--- src/rtl/mcode_ctrl_pkg.sv ---
package mcode_ctrl_pkg;

    localparam int UADDR_W   = 4;
    localparam int ROM_WORDS = 10;
    localparam int OP_W      = 6;
    localparam int NUM_TBL   = 2;

    localparam logic [OP_W-1:0] OPC_RTYPE = 6'b000000;
    localparam logic [OP_W-1:0] OPC_JUMP  = 6'b000010;
    localparam logic [OP_W-1:0] OPC_BEQ   = 6'b000100;
    localparam logic [OP_W-1:0] OPC_LOAD  = 6'b100011;
    localparam logic [OP_W-1:0] OPC_STORE = 6'b101011;

    typedef logic [UADDR_W-1:0] uaddr_t;

    typedef enum logic [1:0] {
        SEQ_FETCH = 2'b00,
        SEQ_TBL1  = 2'b01,
        SEQ_TBL2  = 2'b10,
        SEQ_NEXT  = 2'b11
    } seq_e;

    typedef enum logic [1:0] {
        BSRC_REGB  = 2'b00,
        BSRC_FOUR  = 2'b01,
        BSRC_IMM   = 2'b10,
        BSRC_IMMSH = 2'b11
    } bsrc_e;

    typedef struct packed {
        logic       pc_wr;
        logic       pc_wr_cond;
        logic       addr_from_alu;
        logic       mem_rd;
        logic       mem_wr;
        logic       ir_wr;
        logic       wb_from_mdr;
        logic [1:0] pc_src;
        logic [1:0] alu_op;
        logic       alu_a_sel;
        bsrc_e      alu_b_sel;
        logic       rf_wr;
        logic       rf_dst_rd;
        seq_e       seq;
    } uword_t;

    typedef struct packed {
        logic   hit;
        uaddr_t target;
    } disp_t;

    // Dispatch lookup: table 0 follows decode, table 1 follows address calc.
    function automatic disp_t disp_lookup(input int tbl, input logic [OP_W-1:0] op);
        disp_t r;
        r = '0;
        if (tbl == 0) begin
            unique case (op)
                OPC_RTYPE: r = '{1'b1, uaddr_t'(6)};
                OPC_JUMP:  r = '{1'b1, uaddr_t'(9)};
                OPC_BEQ:   r = '{1'b1, uaddr_t'(8)};
                OPC_LOAD,
                OPC_STORE: r = '{1'b1, uaddr_t'(2)};
                default:   r = '0;
            endcase
        end else begin
            unique case (op)
                OPC_LOAD:  r = '{1'b1, uaddr_t'(3)};
                OPC_STORE: r = '{1'b1, uaddr_t'(5)};
                default:   r = '0;
            endcase
        end
        return r;
    endfunction

endpackage

--- src/rtl/mcode_ctrl_rom.sv ---
module mcode_ctrl_rom
    import mcode_ctrl_pkg::*;
(
    input  uaddr_t addr,
    output uword_t word
);
    always_comb begin
        word     = '0;
        word.seq = SEQ_FETCH;
        if (int'(addr) < ROM_WORDS) begin
            unique case (addr)
                uaddr_t'(0): begin
                    word.mem_rd    = 1'b1;
                    word.ir_wr     = 1'b1;
                    word.pc_wr     = 1'b1;
                    word.alu_b_sel = BSRC_FOUR;
                    word.seq       = SEQ_NEXT;
                end
                uaddr_t'(1): begin
                    word.alu_b_sel = BSRC_IMMSH;
                    word.seq       = SEQ_TBL1;
                end
                uaddr_t'(2): begin
                    word.alu_a_sel = 1'b1;
                    word.alu_b_sel = BSRC_IMM;
                    word.seq       = SEQ_TBL2;
                end
                uaddr_t'(3): begin
                    word.mem_rd        = 1'b1;
                    word.addr_from_alu = 1'b1;
                    word.seq           = SEQ_NEXT;
                end
                uaddr_t'(4): begin
                    word.rf_wr       = 1'b1;
                    word.wb_from_mdr = 1'b1;
                end
                uaddr_t'(5): begin
                    word.mem_wr        = 1'b1;
                    word.addr_from_alu = 1'b1;
                end
                uaddr_t'(6): begin
                    word.alu_op    = 2'b10;
                    word.alu_a_sel = 1'b1;
                    word.alu_b_sel = BSRC_REGB;
                    word.seq       = SEQ_NEXT;
                end
                uaddr_t'(7): begin
                    word.rf_wr     = 1'b1;
                    word.rf_dst_rd = 1'b1;
                end
                uaddr_t'(8): begin
                    word.alu_op     = 2'b01;
                    word.alu_a_sel  = 1'b1;
                    word.pc_src     = 2'b01;
                    word.pc_wr_cond = 1'b1;
                end
                uaddr_t'(9): begin
                    word.pc_src = 2'b10;
                    word.pc_wr  = 1'b1;
                end
                default: word = '0;
            endcase
        end
    end
endmodule

--- src/rtl/mcode_ctrl_disp.sv ---
module mcode_ctrl_disp
    import mcode_ctrl_pkg::*;
(
    input  logic [OP_W-1:0] opcode,
    output disp_t           res [NUM_TBL]
);
    for (genvar g = 0; g < NUM_TBL; g++) begin : g_tbl
        assign res[g] = disp_lookup(g, opcode);
    end
endmodule

--- src/rtl/mcode_ctrl_next.sv ---
module mcode_ctrl_next
    import mcode_ctrl_pkg::*;
(
    input  uaddr_t cur,
    input  seq_e   seq,
    input  disp_t  res [NUM_TBL],
    output uaddr_t nxt
);
    always_comb begin
        unique case (seq)
            SEQ_NEXT:  nxt = cur + uaddr_t'(1);
            SEQ_TBL1:  nxt = res[0].hit ? res[0].target : '0;
            SEQ_TBL2:  nxt = res[1].hit ? res[1].target : '0;
            default:   nxt = '0;
        endcase
    end
endmodule

--- src/rtl/mcode_ctrl.sv ---
module mcode_ctrl
    import mcode_ctrl_pkg::*;
(
    input  logic       clk,
    input  logic       rst,
    input  logic [5:0] opcode,
    output logic       pc_wr,
    output logic       pc_wr_cond,
    output logic       addr_from_alu,
    output logic       mem_rd,
    output logic       mem_wr,
    output logic       ir_wr,
    output logic       wb_from_mdr,
    output logic [1:0] pc_src,
    output logic [1:0] alu_op,
    output logic       alu_a_sel,
    output logic [1:0] alu_b_sel,
    output logic       rf_wr,
    output logic       rf_dst_rd
);
    uaddr_t upc;
    uaddr_t upc_nxt;
    uword_t uw;
    disp_t  disp_res [NUM_TBL];

    mcode_ctrl_rom u_rom (
        .addr (upc),
        .word (uw)
    );

    mcode_ctrl_disp u_disp (
        .opcode (opcode),
        .res    (disp_res)
    );

    mcode_ctrl_next u_next (
        .cur (upc),
        .seq (uw.seq),
        .res (disp_res),
        .nxt (upc_nxt)
    );

    always_ff @(posedge clk) begin
        if (rst) upc <= '0;
        else     upc <= upc_nxt;
    end

    assign pc_wr         = uw.pc_wr;
    assign pc_wr_cond    = uw.pc_wr_cond;
    assign addr_from_alu = uw.addr_from_alu;
    assign mem_rd        = uw.mem_rd;
    assign mem_wr        = uw.mem_wr;
    assign ir_wr         = uw.ir_wr;
    assign wb_from_mdr   = uw.wb_from_mdr;
    assign pc_src        = uw.pc_src;
    assign alu_op        = uw.alu_op;
    assign alu_a_sel     = uw.alu_a_sel;
    assign alu_b_sel     = uw.alu_b_sel;
    assign rf_wr         = uw.rf_wr;
    assign rf_dst_rd     = uw.rf_dst_rd;
endmodule

--- config.mk ---
export PLATFORM = sky130hd
export DESIGN_NAME = mcode_ctrl
export DESIGN_NICKNAME = d
export VERILOG_FILES = /design/src/rtl/mcode_ctrl_pkg.sv /design/src/rtl/mcode_ctrl_rom.sv /design/src/rtl/mcode_ctrl_disp.sv /design/src/rtl/mcode_ctrl_next.sv /design/src/rtl/mcode_ctrl.sv
export SDC_FILE = /design/constraint.sdc
export NUM_CORES = 1
export LEC_CHECK = 0
export ABC_AREA = 0
export BUFFER_PORTS_ARGS = -buffer_cell sky130_fd_sc_hd__buf_2
export CORE_AREA = 2 2 39 41
export DETAILED_ROUTE_END_ITERATION = 7
export DIE_AREA = 0 0 41 43
export GPL_ROUTABILITY_DRIVEN = 0
export HOLD_SLACK_MARGIN = 0.15
export PLACE_DENSITY = 0.77
export SYNTH_ARGS = -nofsm -noshare
export SYNTH_HDL_FRONTEND = slang
export SYNTH_SLANG_ARGS = --single-unit
--- constraint.sdc ---
create_clock -name clk -period 1.9 [get_ports clk]
set_input_delay 0.095 -clock clk [delete_from_list [all_inputs] [get_ports clk]]
set_output_delay 0.095 -clock clk [all_outputs]
set_load 0.01 [all_outputs]
* After elaboration in Yosys (flattened, before gate mapping) *
Cells that the tools add are included.

operators by class
  add/subtract/negate cells = 1
  magnitude comparators = 1
  equality and inequality tests = 16
  mux-type cells = 20
  reductions and logical operators = 9

operators by type and width
  operator                                                          count
  5-bit one-hot mux with 4 select lines                             1
  18-bit two-way mux                                                1
  4-bit by 3-bit == test with 1-bit output (second input constant)  4
  6-bit == test (second input constant)                             2
  2-bit one-hot mux with 3 select lines                             2
  4-bit one-hot mux with 3 select lines                             1
  1-bit two-way mux                                                 10
  5-bit one-hot mux with 2 select lines                             1
  2-bit OR reduction                                                5
  4-bit by 2-bit == test with 1-bit output (second input constant)  2
  4-bit == test (second input constant)                             2
  4-bit two-way mux                                                 2
  2-bit one-hot mux with 2 select lines                             2
  6-bit by 2-bit == test with 1-bit output (second input constant)  1
  6-bit by 3-bit == test with 1-bit output (second input constant)  1
  6-bit zero test                                                   1
  3-bit OR reduction                                                2
  4-bit by 1-bit adder with 4-bit output (second input constant)    1
  2-bit == test (second input constant)                             2
  4-bit by 1-bit == test with 1-bit output (second input constant)  1
  4-bit zero test                                                   1
  4-bit < comparator (second input constant)                        1
  2-bit by 1-bit == test with 1-bit output (second input constant)  1

word-level totals
  register bits = 4
  bits of input ports = 8
  output and inout port bits = 16
  logic and storage cells = 48

* Longest topological paths before layout *
  depth after elaboration = 6
  gate-level depth with buffers = 6
  mapped depth without buffers = 6

* By module *
Synthesis repeated with hierarchy kept, for this count alone.

unflattened totals
  cell total of the unflattened synthesis = 80
  area, all modules = 621.8 sq um

modules (own cells, without submodules)
  module           times used  cells an instance  area an instance (sq um)
  mcode_ctrl_rom   1           31                 239.0
  mcode_ctrl_next  1           23                 153.9
  mcode_ctrl_disp  1           18                 123.9
  mcode_ctrl       1           8                  105.1

* Worst setup path after synthesis *
No wires, ideal clock.

  path type = reg-to-reg
  start point = reg upc[0]
  end point = reg upc[3]
  library setup time = 0.070 ns
  data arrival time = 1.675 ns
  data required time = 1.830 ns
  setup slack = 0.155 ns
  stages on the path, launching flop included = 7
  path buffers = 0
  clock period less this slack = 1.745 ns
  cell sequence = dfxtp_1 > inv_1 > ha_1 > nor4b_4 > nand3_1 > or4_1 > a21oi_1

on the way
  word-level cells in the longest chain between the ends = 6

ends and longest elaborated chain
  element                                                                           line                   RTL
  start: declaration                                                                mcode_ctrl.sv:21       uaddr_t upc;
  start signal: assignment                                                          mcode_ctrl.sv:45       else upc <= upc_nxt;
  4-bit by 2-bit == test with 1-bit output, or another cell as far along            mcode_ctrl_rom.sv:11   unique case (addr)
  3-bit OR reduction (no line)                                                      -
  2-bit one-hot mux with 3 select lines                                             mcode_ctrl_rom.sv:11
  18-bit two-way mux                                                                mcode_ctrl_rom.sv:10   if (int'(addr) < ROM_WORDS) begin
  2-bit == test / 2-bit by 1-bit == test with 1-bit output (equally long branches)  mcode_ctrl_next.sv:10  unique case (seq)
  4-bit one-hot mux with 3 select lines (*)                                         mcode_ctrl_next.sv:10

Every way passes the cells marked *; elsewhere a longest branch is shown, timed or not.
A chain may end at the register's enable or synchronous reset.

* Worst setup path after layout *
Same ends and word-level chain as after synthesis.

==> reports/qor.txt <==
status: completed
Clock Latency Late Sink: 0.25 ns
Post-Syn Area per Cell: 7.74 sq um
Clock Sinks: 4
global route overflow: 0
max reg flops: 4
leakage: 0.314 nW
number of remaining DRC errors: 0
drt initial violations: 12
DIE WIDTH: 41 microns
Final Util: 50.2%
Tot GR Track Use: 17.2%
die height: 43 microns
fmax: 0.568 GHz
Worst setup SP type: register
RSZ-0062 raised after global routing: no
critical path data arrival time: 1.94 ns
antenna diode count: 0
Die Footprint: 0.00176 sq mm
Post-Route WL: 1450 microns
Slew HR: 68.7%
Root Buffer: clkbuf_4
Final Setup Violations: 0
Clk pwr share: 15.1%
Req. time, crit path: 2.08 ns
PortBufs: 23
antenna violations before repair: 0
biggest regs: upc: 4 flops
hpwl dp: 1100 microns
clock skew: 0.00326 ns
Post-synth top flop: dfxtp_1
Worst Setup Path Type: register to register
DR WL/cell: 13.2 microns
CP max stage cell: or4_1
Hold Vio Cnt, Final: 0
max-cap viol count: 0
flop2flop setup slack: 0.14 ns
Worst-path clk slew: 0.04 ns
# IOs: 24
Distinct cells, synth: 33
slowest stage delay, CP: 0.49 ns
Netlist Area Pre-Place: 503 sq um
TNS Setup: 0 ns
post-route minimum period: 1.76 ns
H-tree depth: 1
worst-path cell chain: inv_1 -> ha_1 -> nor4b_4 -> nand3_1 -> or4_1 -> a21oi_1
Row Count: 14
first-pass GRT wire length: 2050 microns
Combinational Power Share: 66.9%
Final period util: 92.6%
Critical Path Fanout Max: 4
total CTS buffers: 3
DRT antenna net count: 0
ys async rst share: 0%
Syn Inst Count: 65
DR vias: 624
Crit. End Element: register
CTS tree: built
Area Growth Syn to Fin: 38.1%
Yosys reg bits: 4
setup bufs post-CTS: 0
via/cell ratio: 5.67
Syn. warnings: 0
Top reg by flops: upc
Seq/Total Area, Yosys: 15.9%
cell internal pwr: 0.422 mW
Max Slew Vio Count: 0
fill cell count: 147
Core ar.: 0.00138 sq mm
vias in the first global route: 499
Worst IR Drop VDD: 0.000569 V
cell area power density: 1090 mW/mm^2
Sequential Power Share: 18.1%
fin nets: 108
Min-Delay Path Class: input port to register
Switching Fraction: 44.1%
layout cell share with drive strength beyond 1: 41.5%
largest net degree at the start of global routing: 14
Mapped Nets: 77
buffer levels on the longest clock path: 2
EDFF count, synth: 0
P_sw: 0.332 mW
Initial Utilization: 36.3%
Tightest Pin Transition: 0.469 ns
drt first pass iters: 4
## final cells by class
cell class              count  area, sq um  area share, %
multi-input cells          57          410           59.1
repair buffers             27          148           21.3
flip-flops and latches      4         82.6           11.9
clock buffers               3         22.5           3.24
well taps                  16         20.0           2.88
inverters                   3         11.3           1.62
## cell usage after synthesis, types with 2 or more instances
| cell | instances | area share, % |
|---|---|---|
| nor4b_1 | 3 | 5.2 |
| nor2_1 | 4 | 3.0 |
| nand4_1 | 3 | 3.7 |
| nand2b_1 | 2 | 2.5 |
| ha_1 | 4 | 10 |
| nand2_1 | 4 | 3.0 |
| or2_1 | 2 | 2.5 |
| o21ai_0 | 3 | 3.0 |
| nor3_1 | 2 | 2.0 |
| o21a_1 | 2 | 3.0 |
| nor2_4 | 2 | 4.5 |
| and2_1 | 4 | 5.0 |
| dfxtp_1 | 4 | 16 |
| nand3_1 | 4 | 4.0 |
| a21oi_1 | 3 | 3.0 |
| inv_1 | 2 | 1.5 |
## worst paths after layout
kind,start,to,depth (start not counted)
worst min register to register,upc[0],upc[3],2
worst max-delay path,upc[0],upc[3],6
worst max register to register,upc[0],upc[3],6
worst min-delay path,opcode[4],upc[3],3
## per-layer routing
layer	up-vias	part of all wire [%]	GRT usage, %
met5	-	0	0
met4	0	3.9	12.0
met3	8	8.9	1.57
met2	38	46	26.3
met1	275	41	21.2
li1	303	-	-
## power groups by stage
stage	Sequential (mW)	Combinational (mW)	Clock, mW
floorplan	0.124	0.325	0
global placement	0.130	0.491	0
detailed placement	0.133	0.498	0
CTS	0.131	0.504	0.114
global route	0.138	0.559	0.117
finish	0.136	0.504	0.114
## placed cells by master (no fill, tap or decap), types with 2 or more instances in the layout
| cell type | count |
|---|---|
| nand2_1 | 4 |
| nor2_4 | 2 |
| nand3_1 | 4 |
| buf_4 | 3 |
| nor2_1 | 4 |
| nor3_1 | 2 |
| dfxtp_1 | 2 |
| nand4_1 | 3 |
| or2_1 | 2 |
| and2_1 | 4 |
| dfxtp_2 | 2 |
| a21oi_1 | 3 |
| buf_2 | 23 |
| nor4b_1 | 3 |
| ha_1 | 3 |
| o21a_1 | 2 |
| o21ai_0 | 3 |
| inv_1 | 2 |
| clkbuf_4 | 3 |
| nand2b_1 | 2 |
## per-stage QoR
stage          hold WS (ns)  total power [mW]  area [sq um]  setup slack, ns  instances
5_1_grt               0.197             0.814           694          0.00566        110
3_3_place_gp          0.275             0.621           657            0.160        106
3_5_place_dp          0.272             0.631           657           0.0820        106
6_report              0.149             0.754           694            0.140        110
2_1_floorplan         0.164             0.449           503            0.155         65
4_1_cts               0.150             0.748           689           0.0446        110
## critical path: cells and delay by family, from the launching register on
family / cells / cell delay, ns
DFF: 1 / 0.35
adders and majority gates: 1 / 0.24
AOI/OAI and AO/OA: 1 / 0.13
buffers and inverters: 1 / 0.08
and+or+nand+nor: 3 / 0.88
## cells by family (layout without fill, tap and decap cells)
family                     after synthesis  after routing  share of synthesized area, %
buffers and inverters                    4             33                          2.98
DFF                                      4              4                          15.9
adders and majority gates                4              4                          9.95
AOI/OAI and AO/OA                       13             13                          16.2
xor gates and xnor gates                 1              1                          1.74
and+or+nand+nor                         39             39                          53.2
## timing repair
item                       in CTS  in global routing
hold buffers                    1                  0
hold endpoints to repair        1                  0
setup endpoints to repair       0                  3
resized for setup               0                  3
Power figures use the tool's default switching activity.
